`src/rtl/vidarb_pkg.sv`:
```
// Package: shared encodings for the slot arbiter.
// Assumes: two-slot time division, slot 0 reserved for display.
package vidarb_pkg;
    localparam int PHASE_W    = 1;
    localparam int SEL_W      = 2;
    localparam int N_MASTERS  = 3;
    localparam logic [PHASE_W-1:0] DISP_PHASE = '0;

    typedef enum logic [SEL_W-1:0] {
        SEL_IDLE = 2'b00,
        SEL_DISP = 2'b01,
        SEL_CPU  = 2'b10,
        SEL_DMA  = 2'b11
    } mem_sel_e;

    // Index of each master in the grant/request vectors
    localparam int IDX_DISP = 0;
    localparam int IDX_CPU  = 1;
    localparam int IDX_DMA  = 2;
endpackage

```
`src/rtl/vidarb_phase_gen.sv`:
```
// Slot phase counter: free-running, reset to the display phase.
// Assumes one memory cycle per clock.
module vidarb_phase_gen
    import vidarb_pkg::*;
(
    input  logic               clk,
    input  logic               rst_n,
    output logic [PHASE_W-1:0] phase,
    output logic               disp_slot
);
    logic [PHASE_W-1:0] phase_q;

    // Advance the slot phase every memory cycle
    always_ff @(posedge clk) begin
        if (!rst_n) phase_q <= DISP_PHASE;
        else        phase_q <= phase_q + 1'b1;
    end

    // Decode the display-owned slot
    always_comb begin
        phase     = phase_q;
        disp_slot = (phase_q == DISP_PHASE);
    end
endmodule

```
`src/rtl/vidarb_owner_dec.sv`:
```
// Slot owner decode: picks who drives the address path this cycle.
// Display owns its slot unconditionally; DMA displaces the processor
// in the other slot while active; an unused slot stays idle.
module vidarb_owner_dec
    import vidarb_pkg::*;
(
    input  logic     disp_slot,
    input  logic     cpu_req,
    input  logic     dma_req,
    input  logic     dma_active,
    output mem_sel_e owner
);
    // Choose the slot owner
    always_comb begin
        if (disp_slot)                  owner = SEL_DISP;
        else if (dma_active && dma_req) owner = SEL_DMA;
        else if (!dma_active && cpu_req) owner = SEL_CPU;
        else                            owner = SEL_IDLE;
    end
endmodule

```
`src/rtl/vidarb_grant_out.sv`:
```
// Grant and wait generation from the slot owner and the requests.
// Assumes owner only names a master whose slot it is.
module vidarb_grant_out
    import vidarb_pkg::*;
(
    input  mem_sel_e               owner,
    input  logic [N_MASTERS-1:0]   req,
    output logic [N_MASTERS-1:0]   gnt,
    output logic [N_MASTERS-1:0]   wait_o
);
    localparam mem_sel_e OWN_CODE [N_MASTERS] = '{SEL_DISP, SEL_CPU, SEL_DMA};

    for (genvar g = 0; g < N_MASTERS; g++) begin : g_master
        // Grant a master when it owns the slot and is asking
        always_comb begin
            gnt[g]    = req[g] && (owner == OWN_CODE[g]);
            wait_o[g] = req[g] && !gnt[g];
        end
    end
endmodule

```
`src/rtl/vidmem_slot_arbiter.sv`:
```
// Top: time-sliced memory arbiter for display, processor and DMA.
// Assumes one memory cycle per clock and requests stable per cycle.
module vidmem_slot_arbiter
    import vidarb_pkg::*;
(
    input  logic             clk,
    input  logic             rst_n,
    input  logic             disp_req,
    input  logic             cpu_req,
    input  logic             dma_req,
    input  logic             dma_active,
    output logic             disp_gnt,
    output logic             cpu_gnt,
    output logic             dma_gnt,
    output logic             disp_wait,
    output logic             cpu_wait,
    output logic             dma_wait,
    output logic [SEL_W-1:0] addr_sel,
    output logic             slot_phase
);
    logic [PHASE_W-1:0]   phase;
    logic                 disp_slot;
    mem_sel_e             owner;
    logic [N_MASTERS-1:0] req_v;
    logic [N_MASTERS-1:0] gnt_v;
    logic [N_MASTERS-1:0] wait_v;

    vidarb_phase_gen i_phase (
        .clk       (clk),
        .rst_n     (rst_n),
        .phase     (phase),
        .disp_slot (disp_slot)
    );

    vidarb_owner_dec i_owner (
        .disp_slot  (disp_slot),
        .cpu_req    (cpu_req),
        .dma_req    (dma_req),
        .dma_active (dma_active),
        .owner      (owner)
    );

    // Pack requests into the master-indexed vector
    always_comb begin
        req_v           = '0;
        req_v[IDX_DISP] = disp_req;
        req_v[IDX_CPU]  = cpu_req;
        req_v[IDX_DMA]  = dma_req;
    end

    vidarb_grant_out i_gnt (
        .owner  (owner),
        .req    (req_v),
        .gnt    (gnt_v),
        .wait_o (wait_v)
    );

    // Unpack grants, waits and the path select onto the ports
    always_comb begin
        disp_gnt   = gnt_v[IDX_DISP];
        cpu_gnt    = gnt_v[IDX_CPU];
        dma_gnt    = gnt_v[IDX_DMA];
        disp_wait  = wait_v[IDX_DISP];
        cpu_wait   = wait_v[IDX_CPU];
        dma_wait   = wait_v[IDX_DMA];
        addr_sel   = (owner == SEL_DISP || gnt_v != '0) ? owner : SEL_IDLE;
        slot_phase = phase[0];
    end
endmodule

```
`config.mk`:
```
export PLATFORM = sky130hd
export DESIGN_NAME = vidmem_slot_arbiter
export DESIGN_NICKNAME = d
export VERILOG_FILES = /design/src/rtl/vidarb_pkg.sv /design/src/rtl/vidarb_phase_gen.sv /design/src/rtl/vidarb_owner_dec.sv /design/src/rtl/vidarb_grant_out.sv /design/src/rtl/vidmem_slot_arbiter.sv
export SDC_FILE = /design/constraint.sdc
export NUM_CORES = 1
export LEC_CHECK = 0
export ABC_AREA = 1
export BUFFER_PORTS_ARGS = -buffer_cell sky130_fd_sc_hd__buf_2
export CORE_AREA = 4 4 41 43
export CTS_CLUSTER_SIZE = 24
export DETAILED_ROUTE_END_ITERATION = 8
export DIE_AREA = 0 0 45 47
export PLACE_DENSITY_LB_ADDON = 0.2
export SETUP_SLACK_MARGIN = 0.1
export SLEW_MARGIN = 5
export SYNTH_ARGS = -nofsm -noshare
export SYNTH_HDL_FRONTEND = slang
export SYNTH_SLANG_ARGS = --single-unit
```
`constraint.sdc`:
```
create_clock -name clk -period 1.6 [get_ports clk]
set_input_delay 0.24 -clock clk [delete_from_list [all_inputs] [get_ports clk]]
set_output_delay 0.24 -clock clk [all_outputs]
set_load 0.05 [all_outputs]
```
### Word level (Yosys, flattened, before mapping)

Index checks and enable logic that the tools add are counted.

* input port bits: 6
* ROM bits: 0
* memories kept: 0
* register bits after elaboration: 1
* bits in latches: 0
* memory bits (writable): 0
* word-level logic and storage cells: 23
* output and inout port bits: 9

* bitwise operators: 0
* shifts and indexed selects: 0
* equal/unequal tests: 3
* add/sub/neg operators: 1
* $mul: 0
* div/mod/pow operators: 0
* multiplexer cells: 4
* magnitude comparators: 0
* reductions and logical operators: 14

Operators by type and width (number)
* $logic_and A1 B1 Y1: 8
* $mux W2: 4
* $eq A2 B2 Y1 const B: 2
* $logic_not A1 Y1: 4
* $reduce_bool A3 Y1: 1
* $eq A2 B1 Y1 const B: 1
* $add A1 B1 Y1 const B: 1
* $logic_or A1 B1 Y1: 1

### Depth between registers and ports, before layout

* depth after elaboration: 10
* depth in mapped cells: 3
* depth with buffers taken out: 3

### By module

From an unflattened synthesis, not the netlist that was laid out.

* cells, all modules: 33
* area, all modules: 162.7 um2

Modules (own cells, without submodules)
* vidarb_grant_out: area each 56.3 um2, instances 1, cells an instance 14, seq. area each 0.0 um2
* vidmem_slot_arbiter: area each 42.5 um2, instances 1, cells an instance 9, seq. area each 0.0 um2
* vidarb_phase_gen: area each 33.8 um2, instances 1, cells an instance 4, seq. area each 20.0 um2
* vidarb_owner_dec: area each 30.0 um2, instances 1, cells an instance 6, seq. area each 0.0 um2

### Least setup slack after synthesis

Ideal clock, no wire load.

* path kind: reg2out
* start point: register i_phase.phase_q (netlist: i_phase.phase)
* end point: output port cpu_wait
* buffers on the path: 0
* arrival time: 1.740 ns
* data required time: 1.360 ns
* cell stages (with the launch flop): 2
* setup slack: -0.380 ns
* path through: dfxtp_1 a21boi_0

* longest elaborated chain between the ends: 5

Ends and longest elaborated chain
* from (decl): line vidarb_phase_gen.sv:11 `logic [PHASE_W-1:0] phase_q;`
* from (signal assigned): line vidarb_phase_gen.sv:16 `else phase_q <= phase_q + 1'b1;`
* $mux W2: line vidarb_owner_dec.sv:15 `if (disp_slot) owner = SEL_DISP;`
* $eq A2 B2 Y1: line vidarb_grant_out.sv:16 `gnt[g] = req[g] && (owner == OWN_CODE[g]);`
* $logic_and A1 B1 Y1: line vidarb_grant_out.sv:16
* $logic_not A1 Y1: line vidarb_grant_out.sv:17 `wait_o[g] = req[g] && !gnt[g];`
* $logic_and A1 B1 Y1: line vidarb_grant_out.sv:17
* to (decl): line vidmem_slot_arbiter.sv:16 `output logic cpu_wait,`

Every way passes these cells.

### Worst setup path in the final report

* start point: input port dma_active
* end point: output port addr_sel[1]

* longest elaborated chain between the ends: 10
* elaborated cells between the ends (all ways): 15
* classes of those cells: eq/ne: 3; mux: 4; reduce/logical: 8

Ends and longest elaborated chain
* from (decl): line vidmem_slot_arbiter.sv:11 `input logic dma_active,`
* $logic_not A1 Y1: line vidarb_owner_dec.sv:17 `else if (!dma_active && cpu_req) owner = SEL_CPU;`
* $logic_and A1 B1 Y1: line vidarb_owner_dec.sv:17
* $mux W2: line vidarb_owner_dec.sv:17
* $mux W2 *: line vidarb_owner_dec.sv:16 `else if (dma_active && dma_req) owner = SEL_DMA;`
* $mux W2 *: line vidarb_owner_dec.sv:15
* $eq A2 B1 Y1 or $eq A2 B2 Y1 (tied branches): line vidarb_grant_out.sv:16, vidmem_slot_arbiter.sv:66
* $logic_and A1 B1 Y1: line vidarb_grant_out.sv:16
* $reduce_bool A3 Y1: line vidmem_slot_arbiter.sv:66 `addr_sel = (owner == SEL_DISP || gnt_v != '0) ? owner : SEL_IDLE;`
* $logic_or A1 B1 Y1: line vidmem_slot_arbiter.sv:66
* $mux W2 *: line vidmem_slot_arbiter.sv:66
* to (decl): line vidmem_slot_arbiter.sv:18 `output logic [SEL_W-1:0] addr_sel,`

Every way passes the cells marked *; elsewhere a longest branch is shown, timed or not.

==> results.env <==
LAYOUT-AREA-OVERHEAD-VS-SYNTH_PCT=114
REMAINING_DRC_ERRORS=0
FINAL_CELL_AREA_UM2=195
SYNTH_EDF_COUNT=0
PATH_DELAY_FAMILY='buffers and inverters'
DETAIL_ROUTE.VIAS_PER_CELL=2.87
POST_SYNTH_MAIN_AREA_CONTRIBUTORS='sky130_fd_sc_hd__dfxtp_1 (22%), sky130_fd_sc_hd__inv_1 (21%), sky130_fd_sc_hd__nand2_1 (16%), sky130_fd_sc_hd__nor2_1 (16%), sky130_fd_sc_hd__a21boi_0 (8.2%)'
INTPOWER_uW=47.3
ARRIVAL_WORST_ENDPOINT_NS=0.89
MAXIMUM_NUMBER_OF_PINS_ON_ONE_NET_BEFORE_GLOBAL_ROUTE_REPAIR=8
CELL_LEAKAGE_POWER_nW=0.124
DP.CELLS=47
TOT_PWR_uW=116
DESIGN.FINAL.NETS=40
WORST_IR_DROP_VDD_uV=182
LAYOUT_SETUP_WS_NS=0.468
DRT_FIRST_ITER_VIOLATIONS=2
DRT-WIRELENGTH-PER-CELL_UM=6.57
TRACK_USAGE_PCT=3.07
TIMING_MAX_TRANSITION_VIOLATIONS_FINAL=0
SYNTHARSTFLOPSHARE_PCT=0
YS_FF_LATCH=1
SETUP.WORST_PATH.CLASS='in2out'
FIRST_PASS_ITERATION_COUNT_OF_THE_DETAILED_ROUTER=2
POST_CTS_HOLD_FIX_BUFS=0
INSTANCES_NO_FILL=47
CTSRESIZECOUNT=0
DIE_H_UM=47
GRT_ANTENNA_BEFORE_REPAIR=0
POWERDENSITY_nW_PER_UM2=592
ENDPOINT_KIND='primary output'
P_SW_uW=68.4
FLOORPLAN.CORE_AREA_UM2=1300
PLACEDINSTANCEAREA_UM2=195
SYNTH_LARGEST_AREA_CELL='sky130_fd_sc_hd__dfxtp_1'
REGTOREGSTARTPOINT='i_phase.phase'
DOMINANTREGCELLSYNTH='sky130_fd_sc_hd__dfxtp_1'
MAX_FREQ_MHz=884
IOPINCOUNT=15
TIMING.MAX_CAP.VIOLATIONS=0
P_SEQ_SHARE_PCT=26.8
HOLD_VIOL_FINAL=0
MOST_FREQUENT_CELL_AFTER_SYNTHESIS='sky130_fd_sc_hd__inv_1'
POSTCTSSETUPREPAIRBUFS=0
CRITPATHBUFINV=2
SYN_AREA_PER_CELL_UM2=5.07
YS_TOP_CELLS_BY_COUNT='sky130_fd_sc_hd__inv_1 (5), sky130_fd_sc_hd__nand2_1 (4), sky130_fd_sc_hd__nor2_1 (4)'
POWER.SHARE.CLOCK_PCT=0
SETUP-VIOLATIONS-FINAL=0
POWER_FRAC_COMB_PCT=73.2
FIN_WORST_SKEW_NS=0
WORST_SETUP_SP_TYPE='input pin'
POST-ROUTE-PERIOD-UTIL_PCT=70.7
ANTENNA-DIODE-COUNT=0
POST_ROUTE_CELLS_DRIVE_ABOVE_1_SHARE_PCT=62.5
POST-ROUTE-MIN-PERIOD_NS=1.13
CLK_PIN_SLEW_WORST_PATHS_NS=0
HOLDCRITPATHCLASS='in2reg'
GRT_FIRST_PASS_WIRELENGTH_UM=524
GP_CONGESTION=0.653
FINALWIRELENGTH_UM=309
SYNTH_WARNINGS=0
WORST_EP_REQUIRED_TIME_NS=1.36
DP_SLACK_NS=0.465
GRT_PASS1_VIAS=122
LARGEST_REG_FLOPS=1
MAX_SLEW.WORST_PIN.SLEW_NS=0.253
SLEW_HEADROOM_PCT=83.2
RSZ0062_AT_GRT='false'
IO_BUFFERS=14
SYN_AREA_UM2=91.3
SETUP.WORST_PATH.START='dma_active'
DPL.HPWL_UM=284
CRITPATHMAXFANOUT=3
DIE_AREA_UM2=2120
PLACEMENT_ROWS=13
POWER.SHARE.SWITCHING_PCT=59.1
OUTCOME='completed'
SYNTHDISTINCTLIBCELLS=8
CLOCK_LATENCY_NS=0
GRT-OVFL-TOTAL=0
CRIT_TOP_CELL='sky130_fd_sc_hd__buf_2'
SYN_NETS=24
FINAL.SETUP.TNS_NS=0
SYNTH_SEQ_AREA_SHARE_PCT=21.9
MIN-DELAY-START='rst_n'
NETLIST_INSTANCES=18
INITIAL_CORE_UTIL_PCT=7.02
VIA_COUNT=135
CPMAXSTAGEDELAYCELL='sky130_fd_sc_hd__buf_2'
CELLS_TRAVERSED_ALONG_THE_WORST_TIMING_PATH='buf_2, nand2_1, a21oi_2, buf_2'
POST_DETAILED_ROUTE_COUNT_OF_ANTENNA_VIOLATING_NETS=0
WORST_PATH_LARGEST_CELL_DELAY_NS=0.27
REG2REG_SLACK_NS=1.06
YOSYS.AREA.TOP_TYPE_SHARE_PCT=21.9
FLOORPLAN.DIE.WIDTH_UM=45
## per-stage QoR
step / util [%] / hold WS, ns
6_report: 15.0 / 0.446
3_3_place_gp: 15.0 / 0.445
3_5_place_dp: 15.0 / 0.446
5_1_grt: 15.0 / 0.459
2_1_floorplan: - / 0.340
4_1_cts: 15.0 / 0.446
## path summary, 6_finish.rpt
check / end / cells after the start
worst min register to register: i_phase.phase / 1
worst min-delay path: i_phase.phase / 3
worst max register to register: i_phase.phase / 1
worst max-delay path: addr_sel[1] / 4
## cells in the final DEF, fill, tap and decap left out
| master | n |
|---|---|
| sky130_fd_sc_hd__buf_2 | 14 |
| sky130_fd_sc_hd__nor2_2 | 2 |
| sky130_fd_sc_hd__inv_1 | 5 |
| sky130_fd_sc_hd__nand2_1 | 4 |
| sky130_fd_sc_hd__nor2_1 | 2 |
| sky130_fd_sc_hd__nor2_4 | 1 |
| sky130_fd_sc_hd__a21boi_1 | 1 |
| sky130_fd_sc_hd__a21oi_2 | 1 |
| sky130_fd_sc_hd__dfxtp_2 | 1 |
| sky130_fd_sc_hd__inv_2 | 1 |
## metal layers
layer,wire length [µm],part of all wire [%],global-route usage (%)
met5,0,0,0
met1,201,65,6.32
met4,0,0,0
met3,57,18,0
met2,50,16,3.11
## final cells by class
type,count,area (µm²)
tap,15,18.8
sequential,1,21.3
multi-input combinational,11,62.6
inverter,6,22.5
fill,153,1110
timing repair buffer,14,70.1
## power groups by stage
| stage | clock, mW | combinational [mW] | sequential, mW |
|---|---|---|---|
| 6_report | 0 | 0.0847 | 0.0309 |
| 5_1_grt | 0 | 0.0905 | 0.0317 |
| 4_1_cts | 0 | 0.0853 | 0.0311 |
| 3_5_place_dp | 0 | 0.0851 | 0.0311 |
| 3_3_place_gp | 0 | 0.0855 | 0.0312 |
| 2_1_floorplan | 0 | 0.0581 | 0.0367 |
## cells by family (layout without fill, tap and decap cells)
group | Yosys count | in the layout | synth area share [%]
buffers and inverters | 6 | 20 | 24.7
DFF | 1 | 1 | 21.9
AOI/OAI and AO/OA | 2 | 2 | 13.7
and+or+nand+nor | 9 | 9 | 39.7
(Power assumes the default switching activity.)
